===== src/rtl/br_pkg.sv =====
`timescale 1ns/1ps
package br_pkg;
  typedef enum logic [2:0] {
    ST_IDLE,
    ST_HDR_LO,
    ST_HDR_HI,
    ST_DAT_LO,
    ST_DAT_HI,
    ST_DAT_OUT,
    ST_FINISH
  } br_state_e;

  localparam int unsigned OP_W = 8;
  localparam logic [OP_W-1:0] BR_READ_OP = 8'h03;
endpackage


===== src/rtl/br_phase_timer.sv =====
`timescale 1ns/1ps
// Counts system clocks within one SRAM clock phase; tick marks the last one.
module br_phase_timer #(
  parameter int unsigned HALF = 2
) (
  input  logic clk,
  input  logic rst,
  input  logic run_i,
  output logic tick_o
);
  localparam int unsigned TW = (HALF > 1) ? $clog2(HALF) : 1;
  localparam logic [TW-1:0] LAST = TW'(HALF - 1);

  logic [TW-1:0] cnt_q;

  assign tick_o = run_i && (cnt_q == LAST);

  always_ff @(posedge clk) begin
    if (rst || !run_i || tick_o) cnt_q <= '0;
    else                         cnt_q <= cnt_q + 1'b1;
  end
endmodule


===== src/rtl/br_hdr_shift.sv =====
`timescale 1ns/1ps
// Holds the read command and address; the top bit drives the serial line.
module br_hdr_shift
  import br_pkg::*;
#(
  parameter int unsigned ADDR_W = 24
) (
  input  logic              clk,
  input  logic              rst,
  input  logic              load_i,
  input  logic [ADDR_W-1:0] addr_i,
  input  logic              shift_i,
  output logic              bit_o
);
  localparam int unsigned HW = OP_W + ADDR_W;

  logic [HW-1:0] sr_q;

  always_ff @(posedge clk) begin
    if (rst)          sr_q <= '0;
    else if (load_i)  sr_q <= {BR_READ_OP, addr_i};
    else if (shift_i) sr_q <= {sr_q[HW-2:0], 1'b0};
  end

  assign bit_o = sr_q[HW-1];
endmodule


===== src/rtl/br_xfer_count.sv =====
`timescale 1ns/1ps
// Remaining bytes to drop and to deliver for the running transfer.
module br_xfer_count #(
  parameter int unsigned CNT_W = 18
) (
  input  logic             clk,
  input  logic             rst,
  input  logic             load_i,
  input  logic [CNT_W-1:0] skip_i,
  input  logic [CNT_W-1:0] count_i,
  input  logic             skip_dec_i,
  input  logic             byte_dec_i,
  output logic             skip_zero_o,
  output logic             left_zero_o,
  output logic             left_one_o
);
  logic [CNT_W-1:0] skip_q;
  logic [CNT_W-1:0] left_q;

  always_ff @(posedge clk) begin
    if (rst) begin
      skip_q <= '0;
      left_q <= '0;
    end else if (load_i) begin
      skip_q <= skip_i;
      left_q <= count_i;
    end else begin
      if (skip_dec_i) skip_q <= skip_q - 1'b1;
      if (byte_dec_i) left_q <= left_q - 1'b1;
    end
  end

  assign skip_zero_o = (skip_q == '0);
  assign left_zero_o = (left_q == '0);
  assign left_one_o  = (left_q == CNT_W'(1));
endmodule


===== src/rtl/br_lane_gather.sv =====
`timescale 1ns/1ps
// Captures one bit from every plane at once; bit i comes from lane i.
module br_lane_gather #(
  parameter int unsigned LANES = 8
) (
  input  logic             clk,
  input  logic             rst,
  input  logic             cap_i,
  input  logic [LANES-1:0] lanes_i,
  output logic [LANES-1:0] byte_o
);
  always_ff @(posedge clk) begin
    if (rst) begin
      byte_o <= '0;
    end else if (cap_i) begin
      for (int i = 0; i < LANES; i++) byte_o[i] <= lanes_i[i];
    end
  end
endmodule


===== src/rtl/bitplane_readback.sv =====
`timescale 1ns/1ps
module bitplane_readback
  import br_pkg::*;
#(
  parameter int unsigned LANES    = 8,
  parameter int unsigned ADDR_W   = 24,
  parameter int unsigned CNT_W    = 18,
  parameter int unsigned SCK_HALF = 2
) (
  input  logic              clk,
  input  logic              rst,
  input  logic              start_i,
  input  logic [ADDR_W-1:0] base_addr_i,
  input  logic [CNT_W-1:0]  skip_cnt_i,
  input  logic [CNT_W-1:0]  byte_cnt_i,
  output logic              sram_cs_n_o,
  output logic              sram_sck_o,
  output logic              sram_si_o,
  input  logic [LANES-1:0]  sram_so_i,
  output logic [LANES-1:0]  byte_data_o,
  output logic              byte_valid_o,
  input  logic              byte_ready_i,
  output logic              done_o
);
  localparam int unsigned HW  = OP_W + ADDR_W;
  localparam int unsigned HCW = $clog2(HW);
  localparam logic [HCW-1:0] HDR_LAST = HCW'(HW - 1);

  br_state_e      state;
  logic [HCW-1:0] hdr_idx;
  logic           cs_n_q, sck_q, valid_q, done_q;
  logic           run, tick, load, shift, cap, skip_dec, byte_dec;
  logic           skip_zero, left_zero, left_one, hdr_last;

  assign run = (state == ST_HDR_LO) || (state == ST_HDR_HI) ||
               (state == ST_DAT_LO) || (state == ST_DAT_HI);
  assign load     = (state == ST_IDLE) && start_i;
  assign shift    = (state == ST_HDR_HI) && tick;
  assign cap      = (state == ST_DAT_HI) && tick;
  assign skip_dec = cap && !skip_zero;
  assign byte_dec = (state == ST_DAT_OUT) && byte_ready_i;
  assign hdr_last = (hdr_idx == HDR_LAST);

  br_phase_timer #(.HALF(SCK_HALF)) u_timer (
    .clk(clk), .rst(rst), .run_i(run), .tick_o(tick)
  );

  br_hdr_shift #(.ADDR_W(ADDR_W)) u_hdr (
    .clk(clk), .rst(rst), .load_i(load), .addr_i(base_addr_i),
    .shift_i(shift), .bit_o(sram_si_o)
  );

  br_xfer_count #(.CNT_W(CNT_W)) u_cnt (
    .clk(clk), .rst(rst), .load_i(load), .skip_i(skip_cnt_i),
    .count_i(byte_cnt_i), .skip_dec_i(skip_dec), .byte_dec_i(byte_dec),
    .skip_zero_o(skip_zero), .left_zero_o(left_zero), .left_one_o(left_one)
  );

  br_lane_gather #(.LANES(LANES)) u_gather (
    .clk(clk), .rst(rst), .cap_i(cap), .lanes_i(sram_so_i),
    .byte_o(byte_data_o)
  );

  always_ff @(posedge clk) begin
    if (rst) begin
      state   <= ST_IDLE;
      hdr_idx <= '0;
      cs_n_q  <= 1'b1;
      sck_q   <= 1'b0;
      valid_q <= 1'b0;
      done_q  <= 1'b0;
    end else begin
      done_q <= 1'b0;
      case (state)
        ST_IDLE: if (start_i) begin
          cs_n_q  <= 1'b0;
          hdr_idx <= '0;
          state   <= ST_HDR_LO;
        end
        ST_HDR_LO: if (tick) begin
          sck_q <= 1'b1;
          state <= ST_HDR_HI;
        end
        ST_HDR_HI: if (tick) begin
          sck_q <= 1'b0;
          if (hdr_last) begin
            state <= left_zero ? ST_FINISH : ST_DAT_LO;
          end else begin
            hdr_idx <= hdr_idx + 1'b1;
            state   <= ST_HDR_LO;
          end
        end
        ST_DAT_LO: if (tick) begin
          sck_q <= 1'b1;
          state <= ST_DAT_HI;
        end
        ST_DAT_HI: if (tick) begin
          if (skip_zero) begin
            valid_q <= 1'b1;
            state   <= ST_DAT_OUT;
          end else begin
            sck_q <= 1'b0;
            state <= ST_DAT_LO;
          end
        end
        ST_DAT_OUT: if (byte_ready_i) begin
          valid_q <= 1'b0;
          sck_q   <= 1'b0;
          state   <= left_one ? ST_FINISH : ST_DAT_LO;
        end
        ST_FINISH: begin
          cs_n_q <= 1'b1;
          done_q <= 1'b1;
          state  <= ST_IDLE;
        end
        default: state <= ST_IDLE;
      endcase
    end
  end

  assign sram_cs_n_o  = cs_n_q;
  assign sram_sck_o   = sck_q;
  assign byte_valid_o = valid_q;
  assign done_o       = done_q;
endmodule


===== config.mk =====
export PLATFORM = sky130hd
export DESIGN_NAME = bitplane_readback
export DESIGN_NICKNAME = d
export VERILOG_FILES = /design/src/rtl/br_pkg.sv /design/src/rtl/br_phase_timer.sv /design/src/rtl/br_hdr_shift.sv /design/src/rtl/br_xfer_count.sv /design/src/rtl/br_lane_gather.sv /design/src/rtl/bitplane_readback.sv
export SDC_FILE = /design/constraint.sdc
export NUM_CORES = 1
export LEC_CHECK = 0
export BUFFER_PORTS_ARGS = -buffer_cell sky130_fd_sc_hd__buf_2
export CORE_AREA = 2 2 93 95
export CTS_CLUSTER_DIAMETER = 60
export DETAILED_ROUTE_END_ITERATION = 10
export DIE_AREA = 0 0 95 97
export PLACE_DENSITY = 0.76
export REMOVE_ABC_BUFFERS = 1
export SKIP_CTS_REPAIR_TIMING = 1
export SLEW_MARGIN = 10
export SYNTH_ARGS = -nofsm -noshare
export SYNTH_HDL_FRONTEND = slang
export SYNTH_SLANG_ARGS = --single-unit

===== constraint.sdc =====
create_clock -name clk -period 2.9 [get_ports clk]
set_clock_uncertainty 0.2 [all_clocks]
set_input_delay 0.58 -clock clk [delete_from_list [all_inputs] [get_ports clk]]
set_output_delay 0.58 -clock clk [all_outputs]
set_load 0.005 [all_outputs]

==> reports/qor.yml, run 1 <==
dr.first_iter.drc_count: 224
antenna_found_initial: 0
ys.flop_type: "dfxtp_1"
power.total_w: 0.00392
yosys_warnings: 0
use_met3: 0.0475
clock_latency_ns: 0.35
irDropWorstVdd_mv: 0.347
ys_seq_area_frac: 0.407
numCtsBuffers: 9
hold_end: "u_gather.byte_o[7]"
switching_share: 0.372
crit_path_start_kind: "flop"
worstMarginPinSlew_ns: 0.683
grt_util_all_layers: 0.219
path_clk_slew_ns: 0.09
grt_pass1_vias: 3850
dpl_cell_area_um2: 4860
die-area_um2: 9220
routed_wl_um: 10200
dp_slack_ns: 0.522
die_w_um: 95
grt_max_degree: 46
leakagePower_nw: 1.94
num_vias: 4082
row_count: 33
cts-root-buf: "clkbuf_8"
wl_per_cell_um: 14.3
start_util: 0.539
hold_path_startpoint: "sram_so_i[7]"
synth_cell_type_count: 54
worst_hold_path.num_cells: 3
netlist_instances: 539
route.detailed.drc: 0
worst_setup_path_end_kind: "flop"
synthToLayoutAreaGrowth_pct: 16.0
grt-ovfl-total: 0
fin_area_um2: 5080
cp_max_fo: 16
port_buffers: 84
via_per_inst: 5.72
hold_viol_final: 0
fillers: 727
netlist_area_um2: 4380
place.gp.congestion: 0.839
first_pass_iters: 5
grt_pass1_wl_um: 16800
finalWorstSetupSlack_ns: 0.482
antenna_cells: 0
fin_crit_sh: 0.834
p_comb_frac: 0.311
final_cells: 714
h-tree-depth: 3
ios: 85
reg2reg_from: "state[2]"
ff2ff_path_depth: 5
tritoncts: "done"
final_max_slew_viol_count: 0
clockBufferDepth: 2
r2r_slack_ns: 0.48
die_y_um: 97
rsz0062_at_grt: "no"
hold_ws_ns: 0.258
drive_above_1_share: 0.209
cts.sinks: 89
status: "completed"
fin_nets: 681
p_int_w: 0.00246
synthArstFlopShare: 0
worstPathArrival_ns: 2.48
hpwl_um: 7030
switching_power_w: 0.00146
setup_viol_count_final: 0
min_path_type: "input port to flop"
critical_path_required_ns: 2.97
period_minus_slack_ns: 2.42
final_antenna_net_count: 0
use_met1: 0.289
ys_seq_elements: 89
power_density_nw_per_um2: 771
seqPwrFrac: 0.443
avgSynthCellArea_um2: 8.13
post-place-cells: 698
synth_edf_count: 0
relSlewSlack: 0.540
top_usage_layer: "met2"
core_area_um2: 8130
maxCapViolations: 0
clockPowerShare: 0.246
crit_type: "flop to flop"
regToRegEndpoint: "u_cnt.left_q[17]"
grt_use_met2: 0.357
fmax_mhz: 414
==> cells by family (layout without fill, tap and decap cells) <==
logic type | count (synthesis) | count (layout) | synth area share
fa+ha+maj | 5 | 5 | 0.0143
xor+xnor | 29 | 29 | 0.0580
flops | 89 | 89 | 0.407
compound gates | 117 | 117 | 0.191
buf+inv | 50 | 120 | 0.0448
simple gates | 245 | 245 | 0.276
mux | 4 | 4 | 0.00942
==> synth_stat cells, drive strengths merged, types with 3 or more instances <==
cell type  count  area share
nand2         94       0.081
dfxtp         89        0.41
nor2          71       0.061
clkbuf        34       0.029
a211oi        33       0.057
a21oi         30       0.034
a311oi        25       0.051
xnor2         16       0.032
xor2          13       0.026
nand3         11       0.013
nor3          10       0.011
nor4          10       0.026
nand4          9       0.013
o21ai          9       0.013
buf            8      0.0089
inv            8      0.0069
a31oi          6      0.0086
or4            6       0.012
and3           5      0.0071
ha             5       0.014
nor2b          5      0.0071
nand3b         4      0.0069
mux2i          3      0.0069
nand2b         3      0.0043
nand4b         3      0.0074
o211ai         3      0.0051
or3            3      0.0043
==> worst max-delay path: stages, from the launching register on <==
cell      delay (ns)
dfxtp_1         0.67
nand4b_2        0.39
nor4_4          0.47
nand4_1         0.18
xor2_1          0.19
a211oi_1        0.23
==> how the worst max path moves through the flow <==
stage                       end      from  depth (start not counted)  slack, ns
2_1_floorplan        hdr_idx[3]   start_i                          5      -0.03
3_3_place_gp         hdr_idx[3]   start_i                          6       0.56
3_5_place_dp         hdr_idx[3]   start_i                          6       0.52
4_1_cts        u_cnt.left_q[17]  state[2]                          5       0.48
5_1_grt        u_cnt.left_q[17]  state[2]                          5       0.24
6_report       u_cnt.left_q[17]  state[2]                          5       0.48
==> sequential cells by signal (all words and copies together) (netlist names) <==
register	count
sram_cs_n_o	1
state	3
sram_sck_o	1
u_cnt.skip_q	18
byte_valid_o	1
u_cnt.left_q	18
hdr_idx	5
u_gather.byte_o	8
done_o	1
u_timer.cnt_q	1
u_hdr.sr_q	32
==> metal layers <==
metal / up-vias / wire (µm)
met2: 141 / 4710
met1: 1882 / 4620
li1: 2045 / -
met3: 14 / 710
met5: - / 0
met4: 0 / 144
==> power groups by stage <==
| stage | Sequential (W) | Clock (W) | Combinational [W] |
|---|---|---|---|
| global placement | 0.00174 | 0 | 0.00117 |
| global route | 0.00177 | 0.00103 | 0.00137 |
| finish | 0.00174 | 0.000963 | 0.00122 |
| floorplan | 0.00169 | 0 | 0.000908 |
| CTS | 0.00173 | 0.000978 | 0.00122 |
| detailed placement | 0.00176 | 0 | 0.00121 |
==> metrics by stage <==
step           utilization  setup TNS [ns]
5_1_grt              0.625               0
4_1_cts              0.625               0
2_1_floorplan            -         -0.0252
3_5_place_dp         0.598               0
3_3_place_gp         0.598               0
6_report             0.625               0
==> cell type report <==
type,instances,area (µm²),share of cell area
clock inverters,7,100,0.0197
well taps,105,131,0.0258
flip-flops and latches,89,1780,0.350
multi-input cells,400,2410,0.473
repair buffers,96,510,0.100
clock buffers,9,124,0.0244
inverters,8,30.0,0.00591
==> layout by cell type (no fill, tap or decap), types with 5 or more instances in the layout <==
cell type,Yosys,routed
clkbuf_8,0,9
nor4_1,6,6
xnor2_1,16,16
a21oi_1,30,30
buf_2,4,84
a311oi_1,24,24
nor2b_1,5,5
nor2_1,71,71
nor3_1,10,10
a31oi_1,6,6
and3_1,5,5
ha_1,5,5
xor2_1,13,13
nand4_1,9,9
a211oi_1,33,33
nand2_1,94,94
buf_4,1,12
nand3_1,11,11
o21ai_0,7,7
dfxtp_1,89,89
inv_1,8,8
Note: power is estimated with default switching activity, not from simulation.
==> inputs of run 2 (changes only) <==
CORE_AREA = 2 2 97 99   (was 2 2 93 95)
DIE_AREA = 0 0 99 101   (was 0 0 95 97)
PLACE_DENSITY = 0.73   (was 0.76)
clock period = 2 ns   (was 2.9 ns; I/O delays follow)
==> run 2 against run 1 <==
Net effect: the run now ends with setup timing left; final area rose by 16%; sequential power rose by 42%; die area rose by 8.5%; register-to-register slack got worse by 0.71 ns; combinational power rose by 140%; global-route usage fell by 0.53 points; maximum frequency rose by 8.3%; flip-flop and latch count did not move; highest routed layer unchanged.
==> reports/qor.yml, run 2 (synthesis results as in run 1) <==
violations: "setup timing"
drive_above_1_share: 0.342  # was 0.209
num_vias: 4406  # was 4082
clock_latency_ns: 0.35  # about the same
hold_viol_final: 0  # unchanged
wl_per_cell_um: 14.9  # was 14.3 µm
min_path_type: "input port to flop"  # unchanged
die_y_um: 101  # was 97 µm
critical_path_required_ns: 2.06  # was 2.97 ns
reg.largest.list: "u_hdr.sr_q (32), u_cnt.left_q (18), u_cnt.skip_q (18)"  # unchanged
final.setup.tns_ns: -3.44  # was 0 ns
fin_crit_sh: 1.12  # was 0.834
ff2ff_path_depth: 7  # was 5
grt_pass1_wl_um: 17900  # was 16800 µm
fmax_mhz: 448  # was 414 MHz
rsz0062_at_grt: "yes"  # was no
numCtsBuffers: 9  # unchanged
regMostFlops: "u_hdr.sr_q"  # unchanged
die-area_um2: 10000  # was 9220 µm²
cts.sinks: 89  # unchanged
clockBufferDepth: 2  # unchanged
first_pass_iters: 4  # was 5
core_area_um2: 8980  # was 8130 µm²
path_clk_slew_ns: 0.09  # about the same
largest_reg_flops: 32  # unchanged
worstPathArrival_ns: 2.29  # was 2.48 ns
fin_util: 0.660  # was 0.625
worstMarginPinSlew_ns: 0.416  # was 0.683 ns
synthToLayoutAreaGrowth_pct: 35.2  # was 16.0%
fin_nets: 748  # was 681
finalWorstSetupSlack_ns: -0.232  # was 0.482 ns
reg2reg_from: "u_cnt.skip_q[11]"  # was state[2]
cts-root-buf: "clkbuf_8"  # unchanged
dr.first_iter.drc_count: 233  # was 224
hpwl_um: 7430  # was 7030 µm
regToRegEndpoint: "u_cnt.skip_q[1]"  # was u_cnt.left_q[17]
grt_util_all_layers: 0.214  # was 0.219
antenna_found_initial: 0  # unchanged
crit_type: "flop to flop"  # unchanged
row_count: 35  # was 33
final_max_slew_viol_count: 0  # unchanged
start_util: 0.488  # was 0.539
power_density_nw_per_um2: 1130  # was 771 nW/µm²
ios: 85  # unchanged
hold_ws_ns: 0.0753  # was 0.258 ns
via_per_inst: 5.60  # was 5.72
hold_path_startpoint: "sram_so_i[3]"  # was sram_so_i[7]
setup_viol_count_final: 19  # was 0
place.gp.congestion: 0.854  # was 0.839
relSlewSlack: 0.719  # was 0.540
tritoncts: "done"  # unchanged
status: "finished with violations"  # was completed
r2r_slack_ns: -0.23  # was 0.48 ns
crit_path_start: "u_cnt.skip_q[11]"  # was state[2]
cp_max_fo: 4  # was 16
grt-ovfl-total: 0  # unchanged
h-tree-depth: 3  # unchanged
final_cell_mix: "94 x nand2_1, 84 x buf_2, 81 x dfxtp_1"  # was 94 x nand2_1, 89 x dfxtp_1, 84 x buf_2
leakagePower_nw: 2.35  # was 1.94 nW
die_w_um: 99  # was 95 µm
port_buffers: 84  # unchanged
crit_path_start_kind: "flop"  # unchanged
antenna_cells: 0  # unchanged
worst_setup_path_end_kind: "flop"  # unchanged
final_antenna_net_count: 0  # unchanged
grt_pass1_vias: 4058  # was 3850
maxCapViolations: 0  # unchanged
setup.worst_path.end: "u_cnt.skip_q[1]"  # was u_cnt.left_q[17]
period_minus_slack_ns: 2.23  # was 2.42 ns
grt_max_degree: 97  # was 46
irDropWorstVdd_mv: 0.552  # was 0.347 mV
routed_wl_um: 11800  # was 10200 µm
route.detailed.drc: 0  # unchanged
final_common_cell: "nand2_1"  # unchanged
-- run 2: changes by cell type in the layout (fill, tap and decap cells not counted), sizes merged --
cell / previous run / this run
buf: 96 / 161
bufinv: 2 / 1
clkbuf: 9 / 12
-- run 2: worst min path at each step --
stage | slack, ns | endpoint | depth (start not counted)
after floorplan | 0.23 | u_hdr.sr_q[26] | 2
after global placement | 0.23 | u_hdr.sr_q[29] | 2
after detailed placement | 0.25 | u_hdr.sr_q[29] | 2
after CTS | 0.07 | u_gather.byte_o[2] | 3
after global routing | 0.07 | u_hdr.sr_q[0] | 3
final | 0.08 | u_gather.byte_o[3] | 3
-- run 2: report_power, final --
group	internal, W	switching (W)
clock	0.000630	0.000680
combinational	0.00143	0.00150
sequential	0.00215	0.000322
total	0.00421	0.00251
-- run 2: per-stage QoR --
step,setup slack (ns),total power (W),std cells,instance area (µm²)
final,-0.232,0.00671,787,5920
after CTS,-0.215,0.00611,776,5550
after detailed placement,-0.195,0.00480,760,5340
after floorplan,-0.895,0.00377,497,4220
after global routing,-0.331,0.00712,787,5920
after global placement,-0.134,0.00472,760,5340
-- run 2: routing by layer --
metal,up-vias,GRT usage,part of all wire
li1,2188,-,-
met4,0,0.0548,0.0083
met5,-,0,0
met1,2103,0.268,0.44
met3,10,0.0485,0.048
met2,105,0.372,0.50
-- run 2: cell type report --
| class | instances | area, µm² |
|---|---|---|
| tap | 111 | 139 |
| inverter | 8 | 30.0 |
| fill | 746 | 3050 |
| clock buffer | 10 | 138 |
| multi-input combinational | 400 | 2620 |
| timing repair buffer | 163 | 1130 |
| sequential | 89 | 1800 |
| clock inverter | 6 | 72.6 |
-- run 2: worst max-delay path, stage by stage, from the launching register on --
cell	delay, ns
dfxtp_2	0.33
or4_4	0.55
buf_4	0.16
nor4_4	0.18
buf_4	0.17
a21oi_2	0.07
buf_6	0.14
a2111oi_4	0.33
